===== config.mk =====
export PLATFORM = sky130hd
export DESIGN_NAME = cipher_seq_ctrl
export DESIGN_NICKNAME = d
export VERILOG_FILES = /design/src/rtl/cipher_seq_pkg.sv /design/src/rtl/cipher_seq_counter.sv /design/src/rtl/cipher_seq_fsm.sv /design/src/rtl/cipher_seq_ctrl.sv
export SDC_FILE = /design/constraint.sdc
export NUM_CORES = 1
export LEC_CHECK = 0
export BUFFER_PORTS_ARGS = -buffer_cell sky130_fd_sc_hd__buf_2
export CAP_MARGIN = 20
export CORE_MARGIN = 2
export CORE_UTILIZATION = 27
export DETAILED_ROUTE_END_ITERATION = 12
export PLACE_DENSITY = 0.54
export SLEW_MARGIN = 20
export SYNTH_ARGS = -nofsm -noshare
export SYNTH_HDL_FRONTEND = slang
export SYNTH_SLANG_ARGS = --single-unit

===== constraint.sdc =====
create_clock -name clk -period 2.1 [get_ports clk]
set_clock_uncertainty 0.05 [all_clocks]
set_input_delay 0.105 -clock clk [delete_from_list [all_inputs] [get_ports clk]]
set_output_delay 0.105 -clock clk [all_outputs]
set_load 0.05 [all_outputs]

===== src/rtl/cipher_seq_pkg.sv =====
package cipher_seq_pkg;

  typedef enum logic [2:0] {
    STG_NONE = 3'd0,
    STG_INIT = 3'd1,
    STG_AD   = 3'd2,
    STG_PT   = 3'd3,
    STG_FIN  = 3'd4
  } stage_e;

  typedef enum logic [3:0] {
    C_IDLE, C_PRE, C_INIT, C_AD, C_PT, C_FIN,
    C_VER, C_CORR, C_NOCORR, C_DONE
  } ctrl_e;

  // strobes from control to the round counter
  typedef struct packed {
    logic   clr;
    logic   inc;
    stage_e stage;
  } ctrlStrobe_t;

endpackage


===== src/rtl/cipher_seq_counter.sv =====
module cipher_seq_counter
  import cipher_seq_pkg::*;
#(
  parameter int CNT_W        = 4,
  parameter int INIT_ROUNDS  = 12,
  parameter int DATA_ROUNDS  = 6,
  parameter int FINAL_ROUNDS = 12
) (
  input  logic              clk,
  input  logic              rstN,
  input  ctrlStrobe_t       strobe,
  output logic [CNT_W-1:0]  roundCnt,
  output logic              isLast,
  output logic              isPenult
);

  localparam logic [CNT_W:0] LIM_INIT  = (CNT_W+1)'(INIT_ROUNDS);
  localparam logic [CNT_W:0] LIM_DATA  = (CNT_W+1)'(DATA_ROUNDS);
  localparam logic [CNT_W:0] LIM_FINAL = (CNT_W+1)'(FINAL_ROUNDS);

  logic [CNT_W:0] limit;
  logic [CNT_W:0] cntWide;

  always_comb begin
    case (strobe.stage)
      STG_INIT: limit = LIM_INIT;
      STG_AD,
      STG_PT:   limit = LIM_DATA;
      STG_FIN:  limit = LIM_FINAL;
      default:  limit = LIM_INIT;
    endcase
  end

  assign cntWide  = {1'b0, roundCnt};
  assign isLast   = (cntWide == limit - 1'b1);
  assign isPenult = (cntWide == limit - 2'd2);

  always_ff @(posedge clk or negedge rstN) begin
    if (!rstN)            roundCnt <= '0;
    else if (strobe.clr)  roundCnt <= '0;
    else if (strobe.inc)  roundCnt <= roundCnt + 1'b1;
  end

  // counter never wraps
  p_no_overflow_r1: assert property (@(posedge clk) disable iff (!rstN)
    strobe.inc |-> (roundCnt != {CNT_W{1'b1}}));

  // increment advances by exactly one
  p_count_step_r1: assert property (@(posedge clk) disable iff (!rstN)
    (strobe.inc && !strobe.clr) |=> (roundCnt == $past(roundCnt) + CNT_W'(1)));

endmodule


===== src/rtl/cipher_seq_fsm.sv =====
module cipher_seq_fsm
  import cipher_seq_pkg::*;
(
  input  logic         clk,
  input  logic         rstN,
  input  logic         start,
  input  logic         faultDetected,
  input  logic         isLast,
  input  logic         isPenult,
  output ctrlStrobe_t  strobe,
  output stage_e       stage,
  output logic         stateEn,
  output logic         precharge,
  output logic         snapWr,
  output logic         restore,
  output logic         done
);

  ctrl_e curState, nxtState;
  logic  clrCnt, incCnt;

  always_ff @(posedge clk or negedge rstN) begin
    if (!rstN) curState <= C_IDLE;
    else       curState <= nxtState;
  end

  always_comb begin
    nxtState = curState;
    clrCnt   = 1'b0;
    incCnt   = 1'b0;
    case (curState)
      C_IDLE:   if (start) begin nxtState = C_PRE; clrCnt = 1'b1; end
      C_PRE:    nxtState = C_INIT;
      C_INIT:   if (isLast) begin nxtState = C_AD; clrCnt = 1'b1; end
                else incCnt = 1'b1;
      C_AD:     if (isLast) begin nxtState = C_PT; clrCnt = 1'b1; end
                else incCnt = 1'b1;
      C_PT:     if (isLast) begin nxtState = C_FIN; clrCnt = 1'b1; end
                else incCnt = 1'b1;
      C_FIN:    if (isLast) nxtState = C_VER;
                else incCnt = 1'b1;
      C_VER:    nxtState = faultDetected ? C_CORR : C_NOCORR;
      C_CORR,
      C_NOCORR: begin nxtState = C_DONE; clrCnt = 1'b1; end
      C_DONE:   nxtState = C_IDLE;
      default:  nxtState = C_IDLE;
    endcase
  end

  always_comb begin
    case (curState)
      C_INIT:  stage = STG_INIT;
      C_AD:    stage = STG_AD;
      C_PT:    stage = STG_PT;
      C_FIN, C_VER, C_CORR, C_NOCORR, C_DONE: stage = STG_FIN;
      default: stage = STG_NONE;
    endcase
  end

  assign strobe.clr   = clrCnt;
  assign strobe.inc   = incCnt;
  assign strobe.stage = stage;

  assign stateEn   = (curState == C_INIT) || (curState == C_AD) ||
                     (curState == C_PT)   || (curState == C_FIN) ||
                     (curState == C_CORR);
  assign precharge = (curState == C_PRE);
  assign snapWr    = (curState == C_FIN) && isPenult;
  assign restore   = (curState == C_CORR);
  assign done      = (curState == C_DONE);

  // precharge is followed by the first init round
  p_pre_then_init_r2: assert property (@(posedge clk) disable iff (!rstN)
    precharge |=> (stage == STG_INIT && stateEn));

  // snapshot cycle is directly followed by the last round
  p_snap_then_last_r4: assert property (@(posedge clk) disable iff (!rstN)
    snapWr |=> (curState == C_FIN && isLast));

  // the step after verify follows the sampled flag
  p_fix_choice_r6: assert property (@(posedge clk) disable iff (!rstN)
    (curState == C_VER) |=> (restore == $past(faultDetected)));

  // done is a single-cycle pulse
  p_done_pulse_r8: assert property (@(posedge clk) disable iff (!rstN)
    done |=> !done);

  // a busy controller never re-enters precharge
  p_start_ignored_r9: assert property (@(posedge clk) disable iff (!rstN)
    (curState != C_IDLE) |=> !precharge);

endmodule


===== src/rtl/cipher_seq_ctrl.sv =====
module cipher_seq_ctrl
  import cipher_seq_pkg::*;
#(
  parameter int CNT_W        = 4,
  parameter int INIT_ROUNDS  = 12,
  parameter int DATA_ROUNDS  = 6,
  parameter int FINAL_ROUNDS = 12
) (
  input  logic             clk,
  input  logic             rstN,
  input  logic             start,
  input  logic             faultDetected,
  output logic             done,
  output logic [2:0]       stage,
  output logic [CNT_W-1:0] roundIdx,
  output logic             stateEn,
  output logic             precharge,
  output logic             snapWr,
  output logic             restore
);

  ctrlStrobe_t cntStrobe;
  stage_e      stageInt;
  logic        isLast, isPenult;

  cipher_seq_fsm u_fsm (
    .clk           (clk),
    .rstN          (rstN),
    .start         (start),
    .faultDetected (faultDetected),
    .isLast        (isLast),
    .isPenult      (isPenult),
    .strobe        (cntStrobe),
    .stage         (stageInt),
    .stateEn       (stateEn),
    .precharge     (precharge),
    .snapWr        (snapWr),
    .restore       (restore),
    .done          (done)
  );

  cipher_seq_counter #(
    .CNT_W        (CNT_W),
    .INIT_ROUNDS  (INIT_ROUNDS),
    .DATA_ROUNDS  (DATA_ROUNDS),
    .FINAL_ROUNDS (FINAL_ROUNDS)
  ) u_cnt (
    .clk      (clk),
    .rstN     (rstN),
    .strobe   (cntStrobe),
    .roundCnt (roundIdx),
    .isLast   (isLast),
    .isPenult (isPenult)
  );

  assign stage = stageInt;

  // reset leaves all strobes low
  p_idle_quiet_r10: assert property (@(posedge clk) disable iff (!rstN)
    (stage == 3'd0 && !precharge) |-> (!stateEn && !snapWr && !restore && !done));

endmodule


Yosys cells after proc, flatten, opt, wreduce, memory -nomap -nowiden --
Memories as Yosys holds them, arrays and structs flattened. Index checks and enable logic that the tools add are counted.
Storage, ports and cells: bits in registers 8, output and inout port bits 12, bits in read-only memories 48, input port bits 4, memories kept 1
Memory list:
- (name not given) | depth 16, width 3, read ports 1, clocked after Yosys merged registers in 0, wr ports 0, RTL line cipher_seq_fsm.sv:51 | case (curState)
Cells by class: reduce and logical (&&, ||, !) cells 12, equality and inequality tests 18, muxes and demuxes 15, add/sub/neg operators 3
Operator list (number):
- $mux 4 | 9
- $pmux 4 s8 | 1
- $eq 4x3->1 const B | 4
- $eq 4x5->1 | 2
- $ne 2x2->1 const B | 5
- $eq 4x2->1 const B | 2
- $eq 4x4->1 const B | 2
- $eq 3x2->1 const B | 2
- $reduce_and 5->1 | 1
- $sub 4x1->5 const B | 1
- $sub 4x2->5 const B | 1
- $add 4x1->4 const B | 1
- $eq 4x1->1 const B | 1
- $logic_not 4->1 | 1
- $logic_or 1x1->1 | 4
- $mux 1 | 4
- $reduce_or 2->1 | 2
- $reduce_or 4->1 | 1
- $pmux 1 s3 | 1
- $reduce_or 3->1 | 1
- $reduce_bool 2->1 | 1
- $logic_and 1x1->1 | 1

Logic depth before layout (Yosys ltp) --
An unclocked memory read counts as a cell.
word-level depth 10, mapped depth 6, gate-level depth less buffers 5

Modules after synthesis --
Synthesis repeated with hierarchy kept, for this count alone.
Unflattened totals: cells, all modules 83, area, all modules 718.2 sq um
By module, submodules not included:
- cipher_seq_fsm | instances 1, seq. area each 100.1 sq um, cells each 60, area each 459.2 sq um
- cipher_seq_counter | instances 1, seq. area each 100.1 sq um, cells each 23, area each 259.0 sq um

Least setup slack after synthesis --
Ideal clock, no wire load.
path type register -> output, start point register u_fsm.curState[0], end point output snapWr, data required time 1.945 ns, arrival 2.802 ns, path slack -0.857 ns, cell stages (with the launch flop) 5, cells stage by stage dfrtp_1 > or3b_4 > a21oi_4 > a31oi_1 > nor4_1
Between the ends: cells in the longest elaborated chain, start to end 7, elaborated cells between the ends (all ways) 9
Ends and longest elaborated chain:
- start, declared | RTL line cipher_seq_fsm.sv:19 | ctrl_e curState, nxtState;
- start signal, assigned | RTL line cipher_seq_fsm.sv:24 | else curState <= nxtState;
- $mem_v2 16x3 (*)
- named net stage[1] | RTL line cipher_seq_ctrl.sv:14 | output logic [2:0] stage,
- $eq 3x2->1 | RTL line cipher_seq_counter.sv:25 | case (strobe.stage)
- $reduce_or 2->1 (*) | RTL line cipher_seq_counter.sv:25
- $mux 4 (*) | RTL line cipher_seq_counter.sv:25
- $sub 4x2->5 (*) | RTL line cipher_seq_counter.sv:36 | assign isPenult = (cntWide == limit - 2'd2);
- $eq 4x5->1 (*) | RTL line cipher_seq_counter.sv:36
- $logic_and 1x1->1 (*) | RTL line cipher_seq_fsm.sv:68 | assign snapWr = (curState == C_FIN) && isPenult;
- end, declared | RTL line cipher_seq_ctrl.sv:18 | output logic snapWr,
The timed path passes the listed nets; every way through them passes the cells marked *.

Final worst setup path --
start point register u_fsm.curState[3], end point output stateEn
Between the ends: cells in the longest elaborated chain, start to end 5, elaborated cells between the ends (all ways) 9
Ends and longest elaborated chain:
- $eq 4x2->1 | RTL line cipher_seq_fsm.sv:64 | assign stateEn = (curState == C_INIT) || (curState == C_AD) ||
- $logic_or 1x1->1 (2 in series) | RTL line cipher_seq_fsm.sv:64
- $logic_or 1x1->1 | RTL line cipher_seq_fsm.sv:65 | (curState == C_PT) || (curState == C_FIN) ||
- $logic_or 1x1->1 (*) | RTL line cipher_seq_fsm.sv:65
- end, declared | RTL line cipher_seq_ctrl.sv:16 | output logic stateEn,
Every way passes the cells marked *; elsewhere a longest branch is shown, timed or not.

==> run_results.csv <==
group,metric,value,unit
outcome,outcome,"finished clean",
timing,slew_headroom,66.1,%
hold_path,hp-class,"in -> reg",
routing,route.met3.wl,57,um
routing,routedWlPerCell,13.7,um
floorplanning,rows,17,
timing,finalSetupViolations,0,
synthesis,synthTopCellsByArea,"dfrtp_1 (31%), nor2_1 (5.8%), nand2b_1 (4.8%)",
critical_path,end_kind,"output pin",
synthesis,syn_inst,76,
synthesis,avgSynthCellArea,8.49,sq um
global_route,grt_pass1_wl,2840,um
synthesis,yosys.area.top_type,"dfrtp_1",
global_route,grtUsageTotal,14.3,%
synthesis,netlist-cell-type-count,35,
flow_run,maxCapViolCount,0,
clocking,htreeDepth,1,
clocking,cts-root-buf,"clkbuf_4",
global_route,grt-ovfl-total,0,
global_route,antenna_found_initial,0,
critical_path,cp_slowest_stage_delay,0.56,ns
synthesis,synth_seq_cells,8,
routing,routed_wl,1680,um
timing,period_share,95.3,%
routing,dr_wl_met2,830,um
timing,finalHoldViolCount,0,
critical_path,path_cells,"nand2b_1, or2_2, nand2_1, buf_2",
timing,rsz0062_at_grt,"false",
placed_design,place.gp.congestion,0.690,
cells_and_area,area_growth,26.2,%
routing,drc,0,
critical_path,cp_slowest_cell,"dfrtp_1",
clocking,clkSinkCount,8,
global_route,grt_max_degree,16,
synthesis,synth_common_cells,"nor2_1 (10), dfrtp_1 (8), nand2_1 (7), nand2b_1 (5), a21oi_1 (4)",
timing,tightest_slew,0.509,ns
critical_path,path_buf_inv,1,
critical_path,cp_top_family,"simple AND/OR/NAND/NOR gates",
routing,top_layer,"met4",
synthesis,synth_ff_type,"dfrtp_1",
routing,detail-route-antenna-nets,0,
routing,wl_met1,760,um
synthesis,ys_seq_area_share,31.0,%
cells_and_area,fill_cells,250,
timing,period_minus_slack,2.00,ns
synthesis,post-synth-top-count-cell,"nor2_1",
floorplanning,initial_core_util,28.9,%
cells_and_area,diodes,0,
floorplanning,fp.dieH,52.9,um
critical_path,crit_path_start_kind,"flop",
synthesis,syn_nets,81,
timing,fmax,500,MHz
clocking,clock_latency,0.26,ns
timing,timing.setup.tns,0,ns
synthesis,synth_edf_count,0,
cells_and_area,layout-drive-gt1-share,30.9,%
synthesis,yosys_warnings,0,
cells_and_area,nets,101,
synthesis,synth.top_cell.area_share,31.0,%
hold_path,holdCritStartpoint,"faultDetected",
synthesis,synth_area,646,sq um
clocking,cts_buffer_depth,2,
clocking,cts_tree,"yes",
critical_path,worstPathRequired,1.95,ns
routing,via_count,635,
critical_path,cp.arrival,1.85,ns
critical_path,crit_start,"u_fsm.curState[3]$_DFFE_PN0P_",
synthesis,async_flop_share,100,%
global_route,grt_pass1_vias,641,
timing,finalMaxSlewViolations,0,
routing,drtIter0Drc,11,
floorplanning,die_area,0.00280,sq mm
floorplanning,core,0.00223,sq mm
floorplanning,dieWidth,52.9,um
critical_path,crit_type,"reg -> out",
critical_path,cp_max_fo,15,
floorplanning,ios,16,
routing,viasPerCell,5.20,
routing,first_pass_iters,6,
placed_design,dp.final_hpwl,1220,um
critical_path,reg2reg_from,"u_fsm.curState[0]$_DFFE_PN0P_",
clocking,clk_pin_slew,0.06,ns
clocking,numCtsBuffers,3,
placed_design,io_buffer_count,15,
-- worst min-delay path, cell delays in order --
cell and delay [ns]:
buf_2 0.09, nand2b_1 0.06, nand2_1 0.09, o32ai_1 0.08
-- registers in the layout (all words and copies together), names as in the netlist --
signal	cells
u_cnt.roundCnt	4
u_fsm.curState	4
-- path summary, 6_finish.rpt --
kind | to | slack, ns | cells after the start
worst max register to register | u_cnt.roundCnt[0]$_DFFE_PN0P_ | 0.32 | 5
min in group asynchronous | u_fsm.curState[3]$_DFFE_PN0P_ | 0.17 | 2
worst min-delay path | u_fsm.curState[3]$_DFFE_PN0P_ | 0.16 | 4
worst max-delay path | stateEn | 0.1 | 4
max in group asynchronous | u_cnt.roundCnt[0]$_DFFE_PN0P_ | 1.65 | 2
worst min register to register | u_cnt.roundCnt[3]$_DFFE_PN0P_ | 0.60 | 2
-- placed cells by master (no fill, tap or decap), drive strengths merged --
cell type and n:
o311ai 1, clkbuf 3, nand3b 2, nand2b 5, dfrtp 8, dlygate4sd3 1
nor2 10, nor4 2, or3b 1, a21o 1, a21bo 1, a21boi 1
buf 18, a21oi 5, a32oi 1, or2 1, a31oi 1, nor4bb 1
o22ai 1, nor2b 1, xor2 2, o21ai 2, and4bb 1, inv 2
nor3b 1, and4b 1, nand2 7, a211oi 3, and2b 1, nor3 2
ha 1, mux2i 3, o21ba 1, o32ai 1, nand4 1
-- final cells by class --
type                            instances  area (sq um)  area share [%]
Multi-Input combinational cell         62           435            53.5
Tap cell                               28          35.0            4.30
Sequential cell                         8           200            24.6
Inverter                                2          7.51           0.922
Timing Repair Buffer                   19           114            14.0
Clock buffer                            3          22.5            2.76
-- stage by stage --
| stage | cells | area [sq um] | setup slack, ns | hold slack (ns) | util, % |
|---|---|---|---|---|---|
| 2_1_floorplan | 76 | 661 | -0.0151 | -0.241 | - |
| 6_report | 122 | 815 | 0.0988 | 0.161 | 36.5 |
| 4_1_cts | 122 | 808 | 0.0418 | 0.161 | 36.2 |
| 5_1_grt | 122 | 815 | 0.00910 | 0.190 | 36.5 |
| 3_5_place_dp | 118 | 776 | 0.333 | -0.0900 | 34.7 |
| 3_3_place_gp | 118 | 776 | 0.329 | -0.0897 | 34.7 |
-- timing repair --
item | CTS | global route
setup buffers | 0 | 0
hold buffers | 1 | 0
endpoints found under the hold margin | 8 | 0
setup endpoints to repair | 0 | 1
resized for setup | 0 | 3
-- logic make-up after synthesis --
group | count (synthesis) | share of synthesized area [%]
adder cells (fa/ha/maj) | 1 | 1.94
XOR/XNOR | 2 | 2.71
buffers and inverters | 6 | 3.88
flip-flops | 8 | 31.0
AO/OA/AOI/OAI | 19 | 23.3
multiplexers | 3 | 4.65
AND/OR/NAND/NOR | 37 | 32.6
-- layer usage --
metal | vias to the layer above | track usage (%)
li1 | 314 | -
met1 | 300 | 17.0
met2 | 17 | 23.1
met3 | 4 | 3.67
met4 | 0 | 8.12
met5 | - | 0
Power is not shown: default switching activity piles up to over one toggle a cycle in this logic, so the estimate is an artifact.
